**config.mk**
```make
export PLATFORM = sky130hd
export DESIGN_NAME = sad_tile
export DESIGN_NICKNAME = d
export VERILOG_FILES = /design/src/rtl/sad_tile_pkg.sv /design/src/rtl/sad_pix_unit.sv /design/src/rtl/sad_row_adder.sv /design/src/rtl/sad_best_tracker.sv /design/src/rtl/sad_tile.sv
export SDC_FILE = /design/constraint.sdc
export NUM_CORES = 1
export LEC_CHECK = 0
export ABC_AREA = 0
export ABC_CLOCK_PERIOD_IN_PS = 7800
export BUFFER_PORTS_ARGS = -buffer_cell sky130_fd_sc_hd__buf_2
export CAP_MARGIN = 20
export CORE_MARGIN = 3
export CORE_UTILIZATION = 57
export CTS_CLUSTER_DIAMETER = 150
export DETAILED_ROUTE_END_ITERATION = 8
export GPL_ROUTABILITY_DRIVEN = 0
export PLACE_DENSITY = 0.78
export SETUP_SLACK_MARGIN = 0.3
export SYNTH_ARGS = -nofsm -noshare
export SYNTH_HDL_FRONTEND = slang
export SYNTH_HIERARCHICAL = 1
export SYNTH_SLANG_ARGS = --single-unit
```
**constraint.sdc**
```tcl
create_clock -name clk_i -period 7.8 [get_ports clk_i]
set_input_delay 1.56 -clock clk_i [delete_from_list [all_inputs] [get_ports clk_i]]
set_output_delay 1.56 -clock clk_i [all_outputs]
set_load 0.03 [all_outputs]
```
**src/rtl/sad_tile_pkg.sv**
```systemverilog
package sad_tile_pkg;
  localparam int unsigned MV_W = 8;

  typedef struct packed {
    logic signed [MV_W-1:0] x;
    logic signed [MV_W-1:0] y;
  } mv_t;

  localparam mv_t MV_ZERO = '{x: '0, y: '0};
endpackage

```
**src/rtl/sad_pix_unit.sv**
```systemverilog
module sad_pix_unit #(
  parameter int unsigned PIX_W = 8
) (
  input  logic             clk_i,
  input  logic             rst_ni,
  input  logic             cur_we_i,
  input  logic             ref_we_i,
  input  logic [PIX_W-1:0] cur_pix_i,
  input  logic [PIX_W-1:0] ref_pix_i,
  output logic [PIX_W-1:0] diff_o
);
  logic [PIX_W-1:0] cur_q, ref_q;

  always_ff @(posedge clk_i or negedge rst_ni) begin
    if (!rst_ni) begin
      cur_q <= '0;
      ref_q <= '0;
    end else begin
      if (cur_we_i) cur_q <= cur_pix_i;
      if (ref_we_i) ref_q <= ref_pix_i;
    end
  end

  always_comb begin
    if (cur_q >= ref_q) diff_o = cur_q - ref_q;
    else                diff_o = ref_q - cur_q;
  end

  // current pixel stays resident unless its own write is asserted
  assert_cur_resident_R6: assert property (@(posedge clk_i) disable iff (!rst_ni)
    !cur_we_i |=> $stable(cur_q));
  assert_ref_write_R2: assert property (@(posedge clk_i) disable iff (!rst_ni)
    ref_we_i |=> ref_q == $past(ref_pix_i));
endmodule

```
**src/rtl/sad_row_adder.sv**
```systemverilog
module sad_row_adder #(
  parameter int unsigned IN_W  = 8,
  parameter int unsigned N     = 4,
  parameter int unsigned OUT_W = IN_W + $clog2(N)
) (
  input  logic [N*IN_W-1:0] terms_i,
  output logic [OUT_W-1:0]  sum_o
);
  always_comb begin
    sum_o = '0;
    for (int i = 0; i < N; i++) begin
      sum_o = sum_o + OUT_W'(terms_i[i*IN_W +: IN_W]);
    end
  end
endmodule

```
**src/rtl/sad_best_tracker.sv**
```systemverilog
module sad_best_tracker
  import sad_tile_pkg::*;
#(
  parameter int unsigned SAD_W = 12
) (
  input  logic             clk_i,
  input  logic             rst_ni,
  input  logic             clr_i,
  input  logic             upd_i,
  input  logic [SAD_W-1:0] sad_i,
  input  mv_t              mv_i,
  output logic [SAD_W-1:0] best_sad_o,
  output mv_t              best_mv_o
);
  logic [SAD_W-1:0] best_sad_q, base_sad;
  mv_t              best_mv_q, base_mv;
  logic             take;

  // clear is applied ahead of the comparison
  always_comb begin
    base_sad = clr_i ? '1 : best_sad_q;
    base_mv  = clr_i ? MV_ZERO : best_mv_q;
    take     = upd_i && (sad_i < base_sad);
  end

  always_ff @(posedge clk_i or negedge rst_ni) begin
    if (!rst_ni) begin
      best_sad_q <= '1;
      best_mv_q  <= MV_ZERO;
    end else begin
      best_sad_q <= take ? sad_i : base_sad;
      best_mv_q  <= take ? mv_i  : base_mv;
    end
  end

  assign best_sad_o = best_sad_q;
  assign best_mv_o  = best_mv_q;

  assert_best_monotone_R7: assert property (@(posedge clk_i) disable iff (!rst_ni)
    !clr_i |=> best_sad_q <= $past(best_sad_q));
  assert_best_take_R7: assert property (@(posedge clk_i) disable iff (!rst_ni)
    (upd_i && !clr_i && sad_i < best_sad_q) |=> (best_sad_q == $past(sad_i) && best_mv_q == $past(mv_i)));
  assert_best_keep_R7: assert property (@(posedge clk_i) disable iff (!rst_ni)
    (!clr_i && !(upd_i && sad_i < best_sad_q)) |=> ($stable(best_sad_q) && $stable(best_mv_q)));
  assert_clear_R8: assert property (@(posedge clk_i) disable iff (!rst_ni)
    (clr_i && !upd_i) |=> (&best_sad_q && best_mv_q == MV_ZERO));
endmodule

```
**src/rtl/sad_tile.sv**
```systemverilog
module sad_tile
  import sad_tile_pkg::*;
#(
  parameter int unsigned PIX_W = 8,
  parameter int unsigned COLS  = 4,
  parameter int unsigned ROWS  = 4,
  localparam int unsigned ROW_W    = PIX_W * COLS,
  localparam int unsigned SEL_W    = $clog2(ROWS),
  localparam int unsigned RSUM_W   = PIX_W + $clog2(COLS),
  localparam int unsigned SAD_W    = RSUM_W + $clog2(ROWS)
) (
  input  logic              clk_i,
  input  logic              rst_ni,
  input  logic [SEL_W-1:0]  row_sel_i,
  input  logic              cur_we_i,
  input  logic [ROW_W-1:0]  cur_row_i,
  input  logic              ref_we_i,
  input  logic [ROW_W-1:0]  ref_row_i,
  input  logic              calc_i,
  input  logic [MV_W-1:0]   mv_x_i,
  input  logic [MV_W-1:0]   mv_y_i,
  input  logic              best_clr_i,
  output logic [SAD_W-1:0]  sad_o,
  output logic              sad_valid_o,
  output logic [SAD_W-1:0]  best_sad_o,
  output logic [MV_W-1:0]   best_mv_x_o,
  output logic [MV_W-1:0]   best_mv_y_o
);
  logic [ROWS*RSUM_W-1:0] row_sums;
  logic [SAD_W-1:0]       total;
  logic [SAD_W-1:0]       sad_q;
  logic                   valid_q;
  mv_t                    cand_mv, best_mv;

  for (genvar r = 0; r < ROWS; r++) begin : g_row
    logic             row_hit;
    logic [ROW_W-1:0] diffs;
    assign row_hit = (row_sel_i == SEL_W'(r));

    for (genvar c = 0; c < COLS; c++) begin : g_col
      sad_pix_unit #(.PIX_W(PIX_W)) u_pix (
        .clk_i     (clk_i),
        .rst_ni    (rst_ni),
        .cur_we_i  (cur_we_i && row_hit),
        .ref_we_i  (ref_we_i && row_hit),
        .cur_pix_i (cur_row_i[c*PIX_W +: PIX_W]),
        .ref_pix_i (ref_row_i[c*PIX_W +: PIX_W]),
        .diff_o    (diffs[c*PIX_W +: PIX_W])
      );
    end

    sad_row_adder #(.IN_W(PIX_W), .N(COLS), .OUT_W(RSUM_W)) u_row_sum (
      .terms_i (diffs),
      .sum_o   (row_sums[r*RSUM_W +: RSUM_W])
    );
  end

  sad_row_adder #(.IN_W(RSUM_W), .N(ROWS), .OUT_W(SAD_W)) u_block_sum (
    .terms_i (row_sums),
    .sum_o   (total)
  );

  always_ff @(posedge clk_i or negedge rst_ni) begin
    if (!rst_ni) begin
      sad_q   <= '0;
      valid_q <= 1'b0;
    end else begin
      valid_q <= calc_i;
      if (calc_i) sad_q <= total;
    end
  end

  assign cand_mv = '{x: mv_x_i, y: mv_y_i};

  sad_best_tracker #(.SAD_W(SAD_W)) u_best (
    .clk_i      (clk_i),
    .rst_ni     (rst_ni),
    .clr_i      (best_clr_i),
    .upd_i      (calc_i),
    .sad_i      (total),
    .mv_i       (cand_mv),
    .best_sad_o (best_sad_o),
    .best_mv_o  (best_mv)
  );

  assign sad_o       = sad_q;
  assign sad_valid_o = valid_q;
  assign best_mv_x_o = best_mv.x;
  assign best_mv_y_o = best_mv.y;

  assert_valid_pulse_R4: assert property (@(posedge clk_i) disable iff (!rst_ni)
    calc_i |=> sad_valid_o);
  assert_sad_hold_R5: assert property (@(posedge clk_i) disable iff (!rst_ni)
    !calc_i |=> (!sad_valid_o && $stable(sad_o)));
  assert_no_wrap_R10: assert property (@(posedge clk_i) disable iff (!rst_ni)
    sad_valid_o |-> sad_o <= SAD_W'(ROWS * COLS * ((1 << PIX_W) - 1)));
endmodule

```
Word-level counts from Yosys, hierarchy flattened
Index checks and enable logic that the tools add are counted.
W data, S select, Z words.
{ "word_totals": {"output_inout_bits": 41, "in_bits": 88, "reg_bits": 297, "elab_cells": 135} }
{ "op_classes": {"addsub": 47, "n_lt_le_gt_ge": 17, "mux": 20, "n_eq_ne": 3, "reduce_logical": 11} }
{ "ops": {"columns": ["op", "n"], "rows": [
  ["$sub A8 B8 Y8", 32],
  ["$ge A8 B8 Y1", 16],
  ["$mux W8", 16],
  ["$add A10 B8 Y10", 8],
  ["$add A8 B8 Y9", 4],
  ["$mux W16", 2],
  ["$add A12 B10 Y12", 2],
  ["$mux W12", 2],
  ["$lt A12 B12 Y1", 1],
  ["$add A10 B10 Y11", 1],
  ["$logic_and A1 B1 Y1", 9],
  ["$eq A2 B2 Y1 const B", 2],
  ["$eq A2 B1 Y1 const B", 1],
  ["$logic_not A2 Y1", 1],
  ["$reduce_bool A2 Y1", 1]
]} }

Longest topological paths before layout
Gate-level depths: netlist of the first run.
{ "depth": {"depth_word": 11, "ltp_mapped": 33, "depth_no_buf": 31} }

Modules after synthesis
Netlist of the first run, hierarchy kept.
{ "by_module_without_submodules": {"columns": ["mod", "seq_area_each_um2", "instances", "cells_per_inst", "area_each_um2"], "rows": [
  ["sad_pix_unit at g_row[0].g_col[0].u_pix ...", 400.4, 15, 134, 1214.9],
  ["sad_row_adder at g_row[0].u_row_sum ...", 0.0, 4, 96, 779.5],
  ["sad_best_tracker", 715.7, 1, 126, 1552.7],
  ["sad_pix_unit at g_row[1].g_col[0].u_pix", 400.4, 1, 134, 1219.9],
  ["sad_row_adder at u_block_sum", 0.0, 1, 125, 1012.2],
  ["sad_tile", 325.3, 1, 34, 571.8]
]} }

Worst setup path before layout of the first run
OpenSTA, ideal clock, no wires.
{ "synth_timing": {"path_type": "register to register", "start": "register g_row[0].g_col[0].u_pix.cur_q[5]", "end": "register u_best.best_mv_q, in the netlist u_best/best_mv_o[0]", "setup_ns": 0.128, "n_path_buf": 1, "period_less_slack_ns": 7.927, "t_arrival_ns": 7.800, "slack_ns": -0.127, "stages_incl_launch_ff": 33, "required_ns": 7.672, "path_cell_list": "dfrtp_1 -> inv_1 -> ha_1 -> a21o_1 -> a21o_1 -> a221oi_4 -> mux2i_1 -> xnor2_1 -> inv_1 -> fa_1 -> fa_1 -> inv_1 -> ha_1 -> a21o_1 -> a2111oi_0 -> mux2i_1 -> nand2_1 -> inv_1 -> fa_1 -> fa_1 -> inv_1 -> ha_1 -> a21o_1 -> a21o_1 -> a21oi_1 -> o21ai_0 -> ha_1 -> and4_1 -> a21oi_1 -> a21oi_2 -> a221oi_4 -> buf_8 -> mux2_1"} }
{ "synth_via": {"elab_chain_cells": 11, "word_cells_on_any_way": 14, "classes_between": "8 x add/sub; 2 x order compare; 2 x mux; 2 x reduce/logical"} }
{ "synth_rtl": {"columns": ["item", "line", "rtl"], "rows": [
  ["start, declared", "sad_pix_unit.sv:12", "logic [PIX_W-1:0] cur_q, ref_q;"],
  ["start signal, assigned", "sad_pix_unit.sv:19", "if (cur_we_i) cur_q <= cur_pix_i;"],
  ["$sub A8 B8 Y8 (tied with other cells)", "sad_pix_unit.sv:26", "else diff_o = ref_q - cur_q;"],
  ["$mux W8 (*)", "sad_pix_unit.sv:25", "if (cur_q >= ref_q) diff_o = cur_q - ref_q;"],
  ["named net g_row[0].diffs[5]", "sad_tile.sv:37", "logic [ROW_W-1:0] diffs;"],
  ["$add A8 B8 Y9 (*)", "sad_row_adder.sv:12", "sum_o = sum_o + OUT_W'(terms_i[i*IN_W +: IN_W]);"],
  ["$add A10 B8 Y10 (*) (2 in series)", "sad_row_adder.sv:12", null],
  ["named net row_sums[8]", "sad_tile.sv:29", "logic [ROWS*RSUM_W-1:0] row_sums;"],
  ["$add A10 B10 Y11 (*)", "sad_row_adder.sv:12", null],
  ["$add A12 B10 Y12 (*) (2 in series)", "sad_row_adder.sv:12", null],
  ["named net total[11]", "sad_tile.sv:30", "logic [SAD_W-1:0] total;"],
  ["$lt A12 B12 Y1 (*)", "sad_best_tracker.sv:23", "take = upd_i && (sad_i < base_sad);"],
  ["$logic_and A1 B1 Y1 (*)", "sad_best_tracker.sv:23", null],
  ["$mux W16 or $reduce_bool A2 Y1 (tied branches)", null, null],
  ["end signal, assigned", "sad_best_tracker.sv:32", "best_mv_q <= take ? mv_i : base_mv;"],
  ["end, declared", "sad_best_tracker.sv:16", "mv_t best_mv_q, base_mv;"]
]} }
The timed path passes the listed nets; every way through them passes the cells marked *.
A chain may end at the register's enable or synchronous reset.

Worst setup path in the final report of the first run
{ "layout_timing": {"start": "register g_row[0].g_col[1].u_pix.ref_q[1]", "end": "register u_best.best_sad_q[0] (netlist: u_best/best_sad_o[0])"} }
{ "layout_via": {"elab_chain_cells": 11, "word_cells_on_any_way": 13, "classes_between": "8 x add/sub; 2 x order compare; 2 x mux; 1 x reduce/logical"} }
{ "layout_rtl": {"columns": ["item", "line", "rtl"], "rows": [
  ["start, declared", "sad_pix_unit.sv:12", null],
  ["start signal, assigned", "sad_pix_unit.sv:20", "if (ref_we_i) ref_q <= ref_pix_i;"],
  ["$sub A8 B8 Y8 (tied with other cells)", "sad_pix_unit.sv:26", null],
  ["$mux W8 (*)", "sad_pix_unit.sv:25", null],
  ["named net g_row[0].diffs[14]", "sad_tile.sv:37", null],
  ["$add A8 B8 Y9 (*)", "sad_row_adder.sv:12", null],
  ["$add A10 B8 Y10 (*) (2 in series)", "sad_row_adder.sv:12", null],
  ["named net row_sums[9]", "sad_tile.sv:29", null],
  ["$add A10 B10 Y11 (*)", "sad_row_adder.sv:12", null],
  ["$add A12 B10 Y12 (*) (2 in series)", "sad_row_adder.sv:12", null],
  ["named net total[10]", "sad_tile.sv:30", null],
  ["$lt A12 B12 Y1 (*)", "sad_best_tracker.sv:23", null],
  ["$logic_and A1 B1 Y1 (*)", "sad_best_tracker.sv:23", null],
  ["$mux W12 (*)", "sad_best_tracker.sv:31", "best_sad_q <= take ? sad_i : base_sad;"],
  ["end signal, assigned", "sad_best_tracker.sv:31", null],
  ["end, declared", "sad_best_tracker.sv:15", "logic [SAD_W-1:0] best_sad_q, base_sad;"]
]} }
Marked as above.

==> results.ini, run 1 <==
[sta]
drv_slew=0
period_needed_ns=8.008
whs_ns=0.5067
setup_ws_ns=-0.2083
worst_clock_skew_ns=0.02406
relSlewSlack=0.3557
fmax_mhz=124.9
fin_crit_sh=1.027
tightest_slew_ns=0.9665
rsz0062_at_grt=yes
setup_viol=28
finalHoldViolCount=0

[synth]
synthFlopType=dfrtp_1
avgSynthCellArea_sq_um=9.136
syn_nets=3315
synth_top_cell_by_area=dfrtp_1
netlist_area_sq_mm=0.02570
synthCells=2813
ys_seq_elements=297
synth_area_leaders=dfrtp_1, ha_1, fa_1
synth.distinct_cells=55
synth_warnings=6
ys_seq_area_frac=0.2898
async_flop_share=1.000
synth_edf_count=0
yosysTopAreaCellShare=0.2775

[die]
rows=77
core_area_sq_mm=0.04441
die_area_sq_mm=0.04767
start_util=0.5786
die_w_um=218.3
io_pins=129
die_y_um=218.3

[worst_setup_path]
regToRegEndpoint=u_best/best_sad_o[0]$_DFF_PN1_
critPathMaxFanout=5
cp_data_required_time_ns=8.26
start_kind=flip-flop
end_kind=flip-flop
ff2ff_setup_slack_ns=-0.21
crit_slowest_cell=fa_1
cp_common_cell=fa_1
path_class=flip-flop to flip-flop
slowest_delay_ns=0.57
r2r-start=g_row[0].g_col[1].u_pix/ref_q[1]$_DFFE_PN0P_
rr_worst_depth=36
arrival_ns=8.47

[detailed_routing]
post_drt_wl_per_cell_um=20.26
via_per_inst=5.857
first_pass_iters=6
vias=21530
drtIter0Drc=1862
drtAntennaViolNets=0
routed_wl_um=74490
drc=0

[clocking]
cts_root_buf=clkbuf_16
cts_tree=done
clock_latency_ns=0.56
clockBufferDepth=3
cts_buffers=37
holdBufCountCts=0
htreeDepth=2
cts.sinks=297
clkTransAtPathRegs_ns=0.06

[grt]
grt_pass1_wl_um=114300
grt-ovfl-total=0
grt_use_total=0.3019
grt_pass1_vias=21520
globalRouteMet2Util=0.5025
grt_max_degree=127
grt_busiest_layer=met2
antenna_found_initial=1
grtUsageMet1=0.3878
grt.met3_usage=0.04672

[worst_hold_path]
hp-class=flip-flop to flip-flop
whs_path_depth=1
min_to=sad_o[7]$_DFFE_PN0P_
min_from=sad_o[7]$_DFFE_PN0P_

[finish]
nets=3557
fill_cells=3252
final_common_cell=inv_1
drive_above_1_share=0.2117
antenna_cells=0
area_delta_synth_final_pct=18.48
fin_cells=3676
final_cell_mix=inv_1, o21ai_0, nand2_1

[placed_design]
hpwl_um=53330
placed_cells=3531
port_buffers=128

[outcome]
outcome=finished, violations left
violations=setup timing

[run]
drv_cap=0

-- cells by family after synthesis --
| logic type | synth area share |
|---|---|
| AO/OA/AOI/OAI | 0.1832 |
| XOR/XNOR | 0.04090 |
| adder cells (fa/ha/maj) | 0.2355 |
| buffers and inverters | 0.08491 |
| flip-flops | 0.2898 |
| multiplexers | 0.07162 |
| AND/OR/NAND/NOR | 0.09411 |
-- state kept, by name, indices dropped and copies added (netlist names) --
register / flops
g_row.g_col.u_pix/cur_q: 128
sad_o: 12
u_best/best_mv_o: 16
u_best/best_sad_o: 12
g_row.g_col.u_pix/ref_q: 128
sad_valid_o: 1
-- area by class of cell --
type / instances / area, sq um / share of cell area
multi-input combinational: 1974 / 17330 / 0.5693
clock buffer: 52 / 1075 / 0.03530
inverter: 489 / 1838 / 0.06037
clock inverter: 16 / 167.7 / 0.005507
timing repair buffer: 256 / 1844 / 0.06057
sequential: 297 / 7448 / 0.2446
tap: 592 / 740.7 / 0.02433
-- cell usage after synthesis, types with 10 or more instances --
| master | instances |
|---|---|
| o21ai_0 | 307 |
| mux2_4 | 17 |
| a21oi_2 | 19 |
| nand2b_1 | 33 |
| mux2i_1 | 128 |
| dfrtp_1 | 285 |
| nand3_1 | 10 |
| buf_6 | 18 |
| mux2_2 | 26 |
| clkbuf_1 | 32 |
| a21oi_1 | 106 |
| nand2_1 | 304 |
| a221oi_4 | 17 |
| dfstp_2 | 12 |
| o21a_1 | 66 |
| a21o_2 | 16 |
| a21o_1 | 45 |
| nor2b_1 | 51 |
| nor2_1 | 101 |
| inv_1 | 485 |
| ha_1 | 298 |
| o211ai_1 | 15 |
| o31ai_1 | 32 |
| xnor2_1 | 79 |
| fa_1 | 116 |
| xor2_1 | 41 |
| nand4_1 | 16 |
| a31oi_1 | 65 |
-- metal layers --
metal,part of all wire,up-vias
li1,-,9823
met4,0.053,2
met2,0.47,1009
met5,0.00015,-
met1,0.40,10460
met3,0.081,240
-- worst max-delay path by stage --
| stage | startpoint | end | slack, ns | cells after the start |
|---|---|---|---|---|
| 6_report | g_row[0].g_col[1].u_pix/ref_q[1]$_DFFE_PN0P_ | u_best/best_sad_o[0]$_DFF_PN1_ | -0.21 | 36 |
| 5_1_grt | g_row[2].g_col[1].u_pix/cur_q[0]$_DFFE_PN0P_ | u_best/best_mv_o[7]$_DFFE_PN0P_ | -0.38 | 35 |
| 4_1_cts | g_row[0].g_col[1].u_pix/cur_q[3]$_DFFE_PN0P_ | u_best/best_mv_o[11]$_DFFE_PN0P_ | 0.02 | 34 |
| 3_5_place_dp | g_row[0].g_col[1].u_pix/cur_q[3]$_DFFE_PN0P_ | u_best/best_mv_o[11]$_DFFE_PN0P_ | -0.28 | 31 |
| 3_3_place_gp | g_row[0].g_col[1].u_pix/cur_q[3]$_DFFE_PN0P_ | u_best/best_mv_o[9]$_DFFE_PN0P_ | -0.09 | 31 |
| 2_1_floorplan | g_row[1].g_col[2].u_pix/ref_q[3]$_DFFE_PN0P_ | u_best/best_mv_o[0]$_DFFE_PN0P_ | 0.27 | 30 |
-- what timing repair did --
action / in CTS / in global routing
gates cloned: 1 / 2
pin swaps: 57 / 81
setup buffers: 40 / 34
gates resized for setup: 69 / 162
endpoints found under the setup margin: 28 / 28
-- through the flow --
stage	setup TNS (ns)	instance area, sq um	utilization	worst slack (ns)
2_1_floorplan	0	26030	-	0.2714
3_5_place_dp	-6.669	27520	0.6197	-0.2798
4_1_cts	0	29410	0.6623	0.01759
5_1_grt	-9.245	30450	0.6855	-0.3771
3_3_place_gp	-1.604	27500	0.6192	-0.09064
6_report	-4.127	30450	0.6855	-0.2083
-- critical path, delay by kind of cell, from the launching register on --
family	cells	cell delay [ns]
and+or+nand+nor	4	0.60
DFF	1	0.45
xor gates and xnor gates	2	0.27
AOI/OAI and AO/OA	9	1.68
buffers and inverters	11	1.39
adders and majority gates	8	3.14
muxes	2	0.38
Power of run 1 is not shown: default switching activity piles up to over one toggle a cycle in this logic, so the estimate is an artifact.
==> run 2, diff against run 1 <==
- CORE_MARGIN: 3 -> 10
==> results.ini, run 2 (synthesis gave the netlist of run 1 again) <==
[worst_hold_path]
hp-class=flip-flop to flip-flop
min_from=g_row[3].g_col[0].u_pix/cur_q[7]$_DFFE_PN0P_

[detailed_routing]
first_pass_iters=7  ; +1
routed_wl_um=74990  ; +0.68%
post_drt_wl_per_cell_um=20.47  ; +1.0%
drtAntennaViolNets=0  ; unchanged
vias=21500  ; -0.12%
via_per_inst=5.869  ; +0.21%
drc=0  ; unchanged
drtIter0Drc=1878  ; +0.86%

[grt]
grt_use_total=0.2695  ; -0.03241
grt_pass1_vias=22000  ; +2.2%
antenna_found_initial=0  ; -1
grt-ovfl-total=0  ; unchanged
grt_pass1_wl_um=116700  ; +2.1%
grt_max_degree=79  ; -38%

[sta]
tightest_slew_ns=1.017  ; +0.05016 ns
relSlewSlack=0.3222  ; -0.03344
drv_slew=0  ; unchanged
finalHoldViolCount=0  ; unchanged
period_needed_ns=8.031  ; +0.02266 ns
fmax_mhz=124.5  ; -0.28%
rsz0062_at_grt=yes
worst_clock_skew_ns=0.03445  ; +0.01039 ns
finalSetupTns_ns=-5.111  ; -0.9847 ns
fin_crit_sh=1.030  ; +0.002905
setup_viol=28  ; unchanged
setup_ws_ns=-0.2309  ; -0.02266 ns

[clocking]
cts.sinks=297  ; unchanged
cts_root_buf=clkbuf_16
clockBufferDepth=3  ; unchanged
cts_buffers=37  ; unchanged
htreeDepth=2  ; unchanged
cts_tree=done
clock_latency_ns=0.56  ; about the same
holdBufCountCts=0  ; unchanged
clkTransAtPathRegs_ns=0.06  ; about the same

[die]
die_y_um=232.3  ; +6.4%
die_w_um=232.3  ; +6.4%
io_pins=129  ; unchanged
die_area_sq_mm=0.05398  ; +13%
start_util=0.5786  ; unchanged
core_area_sq_mm=0.04441  ; unchanged
rows=77  ; unchanged

[placed_design]
placed_cells=3525  ; -0.17%
port_buffers=128  ; unchanged
placed_area_sq_mm=0.02745  ; -0.25%
hpwl_um=54670  ; +2.5%

[worst_setup_path]
path_buf_inv=9  ; -2
crit_family=adder cells
critPathMaxFanout=7  ; +2
start_kind=flip-flop
r2r-start=g_row[0].g_col[2].u_pix/cur_q[3]$_DFFE_PN0P_
crit_slowest_cell=fa_1
ff2ff_setup_slack_ns=-0.23  ; -0.02 ns
slowest_delay_ns=0.52  ; -0.05 ns
cp_common_cell=fa_1
crit_start=g_row[0].g_col[2].u_pix/cur_q[3]$_DFFE_PN0P_
path_class=flip-flop to flip-flop
end_kind=flip-flop
cp_data_required_time_ns=8.23  ; -0.03 ns
arrival_ns=8.46  ; about the same

[finish]
drive_above_1_share=0.1953  ; -0.01643
final_common_cell=inv_1
nets=3548  ; -0.25%
design_area_sq_mm=0.03006  ; -1.3%
area_delta_synth_final_pct=16.98
final_cell_mix=inv_1, o21ai_0, nand2_1
fin_cells=3664  ; -0.33%
antenna_cells=0  ; unchanged

[run]
drv_cap=0  ; unchanged

[outcome]
outcome=finished, violations left
violations=setup timing

run 2: changes by cell type in the layout (fill, tap and decap cells not counted), moves of 7 or more:
cell	delta
inv_1	+21
inv_2	-21
buf_4	-9
mux2i_1	+9
ha_4	-8
buf_6	+7
mux2i_2	-7
run 2: worst register-to-register path: cells and delay by family, from the launching register on:
kind            cells  cell delay, ns
buf+inv             9            0.99
compound gates     12            2.51
simple gates        1            0.05
mux                 2            0.55
flops               1            0.39
fa+ha+maj           8            3.11
xor+xnor            2            0.29
run 2: repair_timing:
item | CTS | global route
gates resized for setup | 124 | 59
cloned | 1 | 1
setup buffers | 57 | 14
pin swaps | 52 | 44
setup endpoints to repair | 28 | 28
run 2: final cells by class:
type	instances	area (sq um)
multi-input cells	1974	17120
flip-flops and latches	297	7447
repair buffers	247	1728
well taps	592	740.7
clock inverters	20	201.4
inverters	489	1838
clock buffers	45	985.9
fillers	3273	14350
run 2: layer usage:
metal / track usage / wire [um] / part of all wire / vias up
li1: - / - / - / 9813
met1: 0.3350 / 29980 / 0.40 / 10510
met2: 0.4483 / 35210 / 0.47 / 966
met3: 0.04703 / 6216 / 0.083 / 220
met4: 0.1266 / 3585 / 0.048 / 0
met5: 0 / 0 / 0 / -
run 2: through the flow:
stage / util / hold WS (ns) / worst slack, ns
4_1_cts: 0.6674 / 0.5046 / 0.01174
3_3_place_gp: 0.6181 / 0.4922 / -0.07156
5_1_grt: 0.6769 / 0.5306 / -0.4680
6_report: 0.6769 / 0.5144 / -0.2309
3_5_place_dp: 0.6181 / 0.4910 / -0.2858
2_1_floorplan: - / 0.4875 / 0.2714
run 2: final timing paths:
| kind | end | cells after the start |
|---|---|---|
| max in group asynchronous | g_row[2].g_col[2].u_pix/ref_q[1]$_DFFE_PN0P_ | 2 |
| worst max register to register | u_best/best_mv_o[7]$_DFFE_PN0P_ | 34 |
| worst max-delay path | u_best/best_mv_o[7]$_DFFE_PN0P_ | 34 |
| worst min register to register | g_row[3].g_col[0].u_pix/cur_q[7]$_DFFE_PN0P_ | 1 |
| min in group asynchronous | g_row[3].g_col[3].u_pix/cur_q[3]$_DFFE_PN0P_ | 1 |
| worst min-delay path | g_row[3].g_col[0].u_pix/cur_q[7]$_DFFE_PN0P_ | 1 |
Power of run 2 is left out for the same reason.
